File: src/rtl/cfgi2c_pkg.sv
package cfgi2c_pkg;

    localparam logic [3:0] ADDR_FIXED = 4'b1101;
    localparam logic [7:0] RSV_CODE   = 8'h00;
    localparam logic [7:0] PAST_END   = 8'hFF;

    typedef enum logic [3:0] {
        ST_IDLE,
        ST_ADDR,
        ST_WDATA,
        ST_ACK_W,
        ST_ACK_R,
        ST_RDATA,
        ST_MACK,
        ST_WAIT
    } xfer_state_e;

    typedef struct packed {
        logic scl_s;
        logic sda_s;
        logic scl_rise;
        logic scl_fall;
        logic start_evt;
        logic stop_evt;
    } bus_evt_t;

    // Three-level strap: 00 low, 01 mid, 10/11 high
    function automatic logic [1:0] strap_level(input logic [1:0] code);
        return (code[1]) ? 2'd2 : code;
    endfunction

    function automatic logic [2:0] addr_low_bits(input logic [1:0] hi, input logic [1:0] lo);
        logic [3:0] idx;
        idx = 4'd3 * {2'b00, strap_level(hi)} + {2'b00, strap_level(lo)};
        return (idx == 4'd8) ? 3'd6 : idx[2:0];
    endfunction

endpackage

File: src/rtl/i2c_line_sync.sv
module i2c_line_sync
    import cfgi2c_pkg::*;
(
    input  logic     clk,
    input  logic     rst,
    input  logic     scl_i,
    input  logic     sda_i,
    output bus_evt_t evt
);
    logic [1:0] scl_ff, sda_ff;
    logic       scl_d, sda_d;

    always_ff @(posedge clk) begin
        if (rst) begin
            scl_ff <= 2'b11;
            sda_ff <= 2'b11;
            scl_d  <= 1'b1;
            sda_d  <= 1'b1;
        end else begin
            scl_ff <= {scl_ff[0], scl_i};
            sda_ff <= {sda_ff[0], sda_i};
            scl_d  <= scl_ff[1];
            sda_d  <= sda_ff[1];
        end
    end

    always_comb begin
        evt.scl_s     = scl_ff[1];
        evt.sda_s     = sda_ff[1];
        evt.scl_rise  = scl_ff[1] & ~scl_d;
        evt.scl_fall  = ~scl_ff[1] & scl_d;
        evt.start_evt = scl_ff[1] & scl_d & sda_d & ~sda_ff[1];
        evt.stop_evt  = scl_ff[1] & scl_d & ~sda_d & sda_ff[1];
    end
endmodule

File: src/rtl/i2c_addr_sel.sv
module i2c_addr_sel
    import cfgi2c_pkg::*;
(
    input  logic [1:0] sel_hi,
    input  logic [1:0] sel_lo,
    output logic [6:0] dev_addr
);
    always_comb dev_addr = {ADDR_FIXED, addr_low_bits(sel_hi, sel_lo)};
endmodule

File: src/rtl/cfg_byte_bank.sv
module cfg_byte_bank #(
    parameter int NBYTES = 12
) (
    input  logic                         clk,
    input  logic                         rst,
    input  logic                         stage_en,
    input  logic [$clog2(NBYTES)-1:0]    stage_idx,
    input  logic [7:0]                   stage_data,
    input  logic                         commit,
    input  logic [$clog2(NBYTES)-1:0]    rd_idx,
    output logic [7:0]                   rd_data,
    output logic [8*NBYTES-1:0]          live_q
);
    localparam int IW = $clog2(NBYTES);

    for (genvar g = 0; g < NBYTES; g++) begin : g_byte
        logic [7:0] shadow_r;
        logic [7:0] live_r;

        always_ff @(posedge clk) begin
            if (rst) begin
                shadow_r <= '0;
            end else if (stage_en && stage_idx == IW'(g)) begin
                shadow_r <= stage_data;
            end
        end

        always_ff @(posedge clk) begin
            if (rst) begin
                live_r <= '0;
            end else if (commit) begin
                live_r <= shadow_r;
            end
        end

        assign live_q[8*g +: 8] = live_r;
    end

    always_comb begin
        rd_data = '0;
        for (int i = 0; i < NBYTES; i++) begin
            if (rd_idx == IW'(i)) rd_data = live_q[8*i +: 8];
        end
    end
endmodule

File: src/rtl/i2c_cfg_slave.sv
module i2c_cfg_slave
    import cfgi2c_pkg::*;
#(
    parameter int         NBYTES  = 12,
    parameter logic [7:0] ID_CODE = 8'h05
) (
    input  logic                  clk,
    input  logic                  rst,
    input  logic                  scl_i,
    input  logic                  sda_i,
    output logic                  sda_oe,
    input  logic [1:0]            sel_hi,
    input  logic [1:0]            sel_lo,
    output logic [8*NBYTES-1:0]   cfg_q
);
    localparam int             IW      = $clog2(NBYTES);
    localparam int             CW      = $clog2(NBYTES + 3);
    localparam logic [CW-1:0]  K_FULL  = CW'(NBYTES);
    localparam logic [CW-1:0]  K_RDEND = CW'(NBYTES + 2);

    bus_evt_t    evt;
    logic [6:0]  dev_addr;
    xfer_state_e state;
    logic [3:0]  bit_cnt;
    logic [7:0]  rx_sh, tx_sh, rd_sel, bank_rd;
    logic [CW-1:0] wr_cnt, rd_cnt;
    logic        cmd_seen, nack;
    logic        ev_start, ev_stop, byte_end;
    logic        stage_en, commit;
    logic        scl_s;

    i2c_line_sync u_sync (
        .clk(clk), .rst(rst), .scl_i(scl_i), .sda_i(sda_i), .evt(evt)
    );

    i2c_addr_sel u_addr (
        .sel_hi(sel_hi), .sel_lo(sel_lo), .dev_addr(dev_addr)
    );

    assign ev_start = evt.start_evt;
    assign ev_stop  = evt.stop_evt;
    assign scl_s    = evt.scl_s;
    assign byte_end = evt.scl_fall && (bit_cnt == 4'd8);
    assign stage_en = !ev_start && !ev_stop && (state == ST_WDATA) && byte_end
                      && cmd_seen && (wr_cnt != K_FULL);
    assign commit   = ev_stop && (wr_cnt == K_FULL);

    cfg_byte_bank #(.NBYTES(NBYTES)) u_bank (
        .clk(clk), .rst(rst),
        .stage_en(stage_en), .stage_idx(IW'(wr_cnt)), .stage_data(rx_sh),
        .commit(commit),
        .rd_idx(IW'(rd_cnt - CW'(2))), .rd_data(bank_rd),
        .live_q(cfg_q)
    );

    always_comb begin
        if (rd_cnt == CW'(0))        rd_sel = ID_CODE;
        else if (rd_cnt == CW'(1))   rd_sel = RSV_CODE;
        else if (rd_cnt < K_RDEND)   rd_sel = bank_rd;
        else                         rd_sel = PAST_END;
    end

    always_ff @(posedge clk) begin
        if (rst) begin
            state    <= ST_IDLE;
            sda_oe   <= 1'b0;
            bit_cnt  <= '0;
            rx_sh    <= '0;
            tx_sh    <= '0;
            wr_cnt   <= '0;
            rd_cnt   <= '0;
            cmd_seen <= 1'b0;
            nack     <= 1'b0;
        end else if (ev_start) begin
            state    <= ST_ADDR;
            sda_oe   <= 1'b0;
            bit_cnt  <= '0;
            wr_cnt   <= '0;
            rd_cnt   <= '0;
            cmd_seen <= 1'b0;
        end else if (ev_stop) begin
            state    <= ST_IDLE;
            sda_oe   <= 1'b0;
        end else begin
            case (state)
                ST_ADDR, ST_WDATA: begin
                    if (evt.scl_rise) begin
                        rx_sh   <= {rx_sh[6:0], evt.sda_s};
                        bit_cnt <= bit_cnt + 4'd1;
                    end else if (byte_end) begin
                        bit_cnt <= '0;
                        if (state == ST_ADDR) begin
                            if (rx_sh[7:1] == dev_addr) begin
                                sda_oe <= 1'b1;
                                state  <= rx_sh[0] ? ST_ACK_R : ST_ACK_W;
                            end else begin
                                state  <= ST_WAIT;
                            end
                        end else begin
                            sda_oe   <= 1'b1;
                            state    <= ST_ACK_W;
                            cmd_seen <= 1'b1;
                            if (stage_en) wr_cnt <= wr_cnt + CW'(1);
                        end
                    end
                end
                ST_ACK_W: begin
                    if (evt.scl_fall) begin
                        sda_oe <= 1'b0;
                        state  <= ST_WDATA;
                    end
                end
                ST_ACK_R: begin
                    if (evt.scl_fall) begin
                        tx_sh   <= rd_sel;
                        sda_oe  <= ~rd_sel[7];
                        bit_cnt <= '0;
                        state   <= ST_RDATA;
                    end
                end
                ST_RDATA: begin
                    if (evt.scl_rise) begin
                        bit_cnt <= bit_cnt + 4'd1;
                    end else if (byte_end) begin
                        sda_oe <= 1'b0;
                        state  <= ST_MACK;
                        if (rd_cnt != K_RDEND) rd_cnt <= rd_cnt + CW'(1);
                    end else if (evt.scl_fall) begin
                        tx_sh  <= {tx_sh[6:0], 1'b0};
                        sda_oe <= ~tx_sh[6];
                    end
                end
                ST_MACK: begin
                    if (evt.scl_rise) begin
                        nack <= evt.sda_s;
                    end else if (evt.scl_fall) begin
                        if (nack) begin
                            state <= ST_WAIT;
                        end else begin
                            tx_sh   <= rd_sel;
                            sda_oe  <= ~rd_sel[7];
                            bit_cnt <= '0;
                            state   <= ST_RDATA;
                        end
                    end
                end
                default: ;
            endcase
        end
    end
endmodule

File: config.mk
export PLATFORM = sky130hd
export DESIGN_NAME = i2c_cfg_slave
export DESIGN_NICKNAME = d
export VERILOG_FILES = /design/src/rtl/cfgi2c_pkg.sv /design/src/rtl/i2c_line_sync.sv /design/src/rtl/i2c_addr_sel.sv /design/src/rtl/cfg_byte_bank.sv /design/src/rtl/i2c_cfg_slave.sv
export SDC_FILE = /design/constraint.sdc
export NUM_CORES = 1
export LEC_CHECK = 0
export BUFFER_PORTS_ARGS = -buffer_cell sky130_fd_sc_hd__clkbuf_2
export CORE_MARGIN = 5
export CORE_UTILIZATION = 53
export DETAILED_ROUTE_END_ITERATION = 10
export HOLD_SLACK_MARGIN = 0.1
export PLACE_DENSITY = 0.75
export SYNTH_ARGS = -nofsm -noshare
export SYNTH_HDL_FRONTEND = slang
export SYNTH_HIERARCHICAL = 1
export SYNTH_SLANG_ARGS = --single-unit
export TNS_END_PERCENT = 20
File: constraint.sdc
create_clock -name clk -period 2.5 [get_ports clk]
set_input_delay 0.375 -clock clk [delete_from_list [all_inputs] [get_ports clk]]
set_output_delay 0.375 -clock clk [all_outputs]
set_load 0.05 [all_outputs]
==> impl_summary.log <==
[metrics] slack of the critical path: a little over 0.1 ns
[metrics] number of antenna cells inserted: 0
[metrics] pre-CTS worst setup slack: -0.339 ns
[metrics] H-tree Lvls: 1
[metrics] met1 GRT Util: 0.311
[metrics] buffer and inverter count on the worst path: 2
[metrics] endpoint class of the critical path: flop
[metrics] GP Congestion: 0.953
[metrics] number of DRC markers in iteration 0: 511
[metrics] Fmax: 0.417 GHz
[metrics] wire length of the first global-routing pass: 41.0 mm
[metrics] total routing usage reported by global routing: 0.228
[metrics] pin count of the biggest net entering global routing: 166
[metrics] CP max stage delay: 0.34 ns
[metrics] die area: roughly 22000 um2
[metrics] number of antenna violations at the first check in global routing: 0
[metrics] final-layout setup total negative slack: 0 ns
[metrics] cell repeated most along the worst path: a21oi_1
[metrics] power per cell area: 604 nW/um2
[metrics] total number of nets in the final design: 1195
[metrics] number of detailed-route iterations in the first pass: 5
[metrics] status: finished, final reports clean
[metrics] kind of critical path: reg2reg
[metrics] cell with the largest stage delay on the worst path: dfxtp_1
[metrics] area growth from synthesis to final layout: 18.2%
[metrics] fill count: 1549
[metrics] CTS tree: done
[metrics] standard-cell rows: 51
[metrics] total number of yosys warnings: 6
[metrics] worst vdd rail ir drop: 507 uV
[metrics] normalized max-slew margin: 0.449
[metrics] LEAKAGE: 4.91 nW
[metrics] number of top-level pins: 105
[metrics] clk buf depth: 3
[metrics] cell family with the largest share of critical-path delay: compound AO/OA/AOI/OAI gates
[metrics] transition time at the pin with the least slew margin: 0.826 ns
[metrics] met2 global-route usage: 0.361
[metrics] Reg2Reg Depth: 12
[metrics] setup bufs post-CTS: 0
[metrics] Hold WC Path Type: in2reg
[metrics] final instance count without filler cells: 1454
[metrics] Critical Path RT: 2.87 ns
[metrics] Syn Inst Count: 1063
[metrics] routed length per instance: 17.8 um
[metrics] crit path DAT: 2.77 ns
[metrics] via density per instance: 5.51
[metrics] launching element type of the critical path: flop
[metrics] Hold Path Cell Cnt: 2
[metrics] half-perimeter wire length after placement: roughly 17 mm
[metrics] initial core utilization: 0.534
[metrics] core region area: approximately 19000 um2
[metrics] number of sinks handled by clock tree synthesis: approximately 230
[metrics] worst-path cell chain: inv_2 -> ha_4 -> xor2_4 -> buf_4 -> nor3b_1 -> a32o_1 -> a22oi_1 -> o311ai_2 -> a21oi_1 -> nor3_1 -> a21oi_1 -> a211oi_2
[metrics] clock root buffer: clkbuf_16
[metrics] final setup violation count: 0
[metrics] die height: 150 um
[metrics] residual DRC count: 0
[metrics] number of max-capacitance violations reported: 0
[metrics] Final Slew Violations: 0
[metrics] DIE WIDTH: 150 um
[metrics] met3 track demand over resource in global routing: 0.0409
[metrics] total stage count of the critical path: 12
[metrics] final-report hold violation count: 0
[metrics] Final period util: 0.959
[metrics] total vias in the final route: 8012
[metrics] Worst-path clk slew: around 0.060 ns
[metrics] total CTS buffers: 25
[metrics] post-route ant nets: 0
[metrics] fraction of final layout cells sized beyond drive strength 1: 0.219
[metrics] input/output buffers: roughly 100
[metrics] worst setup skew after layout: 0.0188 ns
[metrics] number of global-route vias before repair: 7591
[metrics] CP max FO: 5
[metrics] later-pin clock latency in the skew report: 0.53 ns
[metrics] minimum clock period after layout: roughly 2.4 ns
[metrics] syn_area_per_cell: 9.71 um2
[metrics] Post-Place Cells: 1410
[metrics] wirelength, routed: roughly 26 mm
[metrics] total global routing overflow: 0
[metrics] peak-usage layer in the global routing report: met2
[metrics] netlist area before placement: a little over 10000 um2
## metrics by stage
stage / hold WS (ns) / total power (W) / util / cell area [um2]
2_1_floorplan: 0.383 / 0.00388 / - / 10300
3_3_place_gp: 0.396 / 0.00391 / 0.585 / 11300
3_5_place_dp: 0.394 / 0.00391 / 0.585 / 11300
4_1_cts: 0.211 / 0.00742 / 0.628 / 12100
5_1_grt: 0.238 / 0.00758 / 0.631 / 12200
6_report: 0.223 / 0.00736 / 0.631 / 12200
## metal layers
layer | wire [um] | share of wire
met2 | 12000 | 0.46
met4 | 1060 | 0.041
met1 | 11400 | 0.44
met3 | 1490 | 0.057
met5 | 0 | 0
## flip-flops by register name, indices dropped and copies added, names as in the netlist, 2 cells and up
name                    flops
state                       3
rx_sh                       8
rd_cnt                      4
bit_cnt                     4
tx_sh                       7
wr_cnt                      4
u_bank/g_byte.shadow_r     96
u_bank/g_byte.live_r       96
u_sync/scl_ff               2
u_sync/sda_ff               2
## final timing paths
kind                       to  slack [ns]             start
max                  tx_sh[1]        0.10         rd_cnt[1]
min                      nack        0.22               rst
max reg2reg          tx_sh[1]        0.10         rd_cnt[1]
min reg2reg  u_sync/sda_ff[1]        0.41  u_sync/sda_ff[0]
## layout by cell type (no fill, tap or decap), types with 4 or more instances in the layout
cell	instances
clkbuf_2	103
mux4_2	11
dfxtp_1	230
nand2b_1	5
inv_1	14
nand2_1	33
conb_1	4
buf_4	44
nor3b_1	5
a31oi_1	4
nor2_1	224
or2_1	6
nor2_2	5
xnor2_1	4
o21ai_0	15
xor2_1	10
a22oi_1	6
nor3_1	15
a21oi_1	38
nor2b_1	13
mux2i_1	207
clkbuf_16	25
ha_1	12
a211oi_2	5
buf_12	11
clkbuf_8	7
o31ai_1	4
nand3_1	26
## report_power, final
group          total (W)  internal [W]  switching [W]
combinational   0.000143     0.0000446      0.0000984
clock            0.00353       0.00204        0.00149
sequential       0.00369       0.00369     0.00000279
## layout make-up
cell class,instances,area (um2),area share
repair buffers,161,1100,0.0900
clock buffers,34,729,0.0598
clock inverters,8,66.3,0.00544
inverters,17,63.8,0.00523
flip-flops and latches,231,4630,0.379
multi-input cells,738,5280,0.433
well taps,265,332,0.0272
## timing repair
item                                    in CTS  in global routing
endpoints found under the setup margin       2                 10
hold buffers                                 2                  0
pin swaps                                    0                  2
gates resized for setup                      3                 12
hold endpoints to repair                     2                  0
Note: power is estimated with default switching activity, not from simulation.
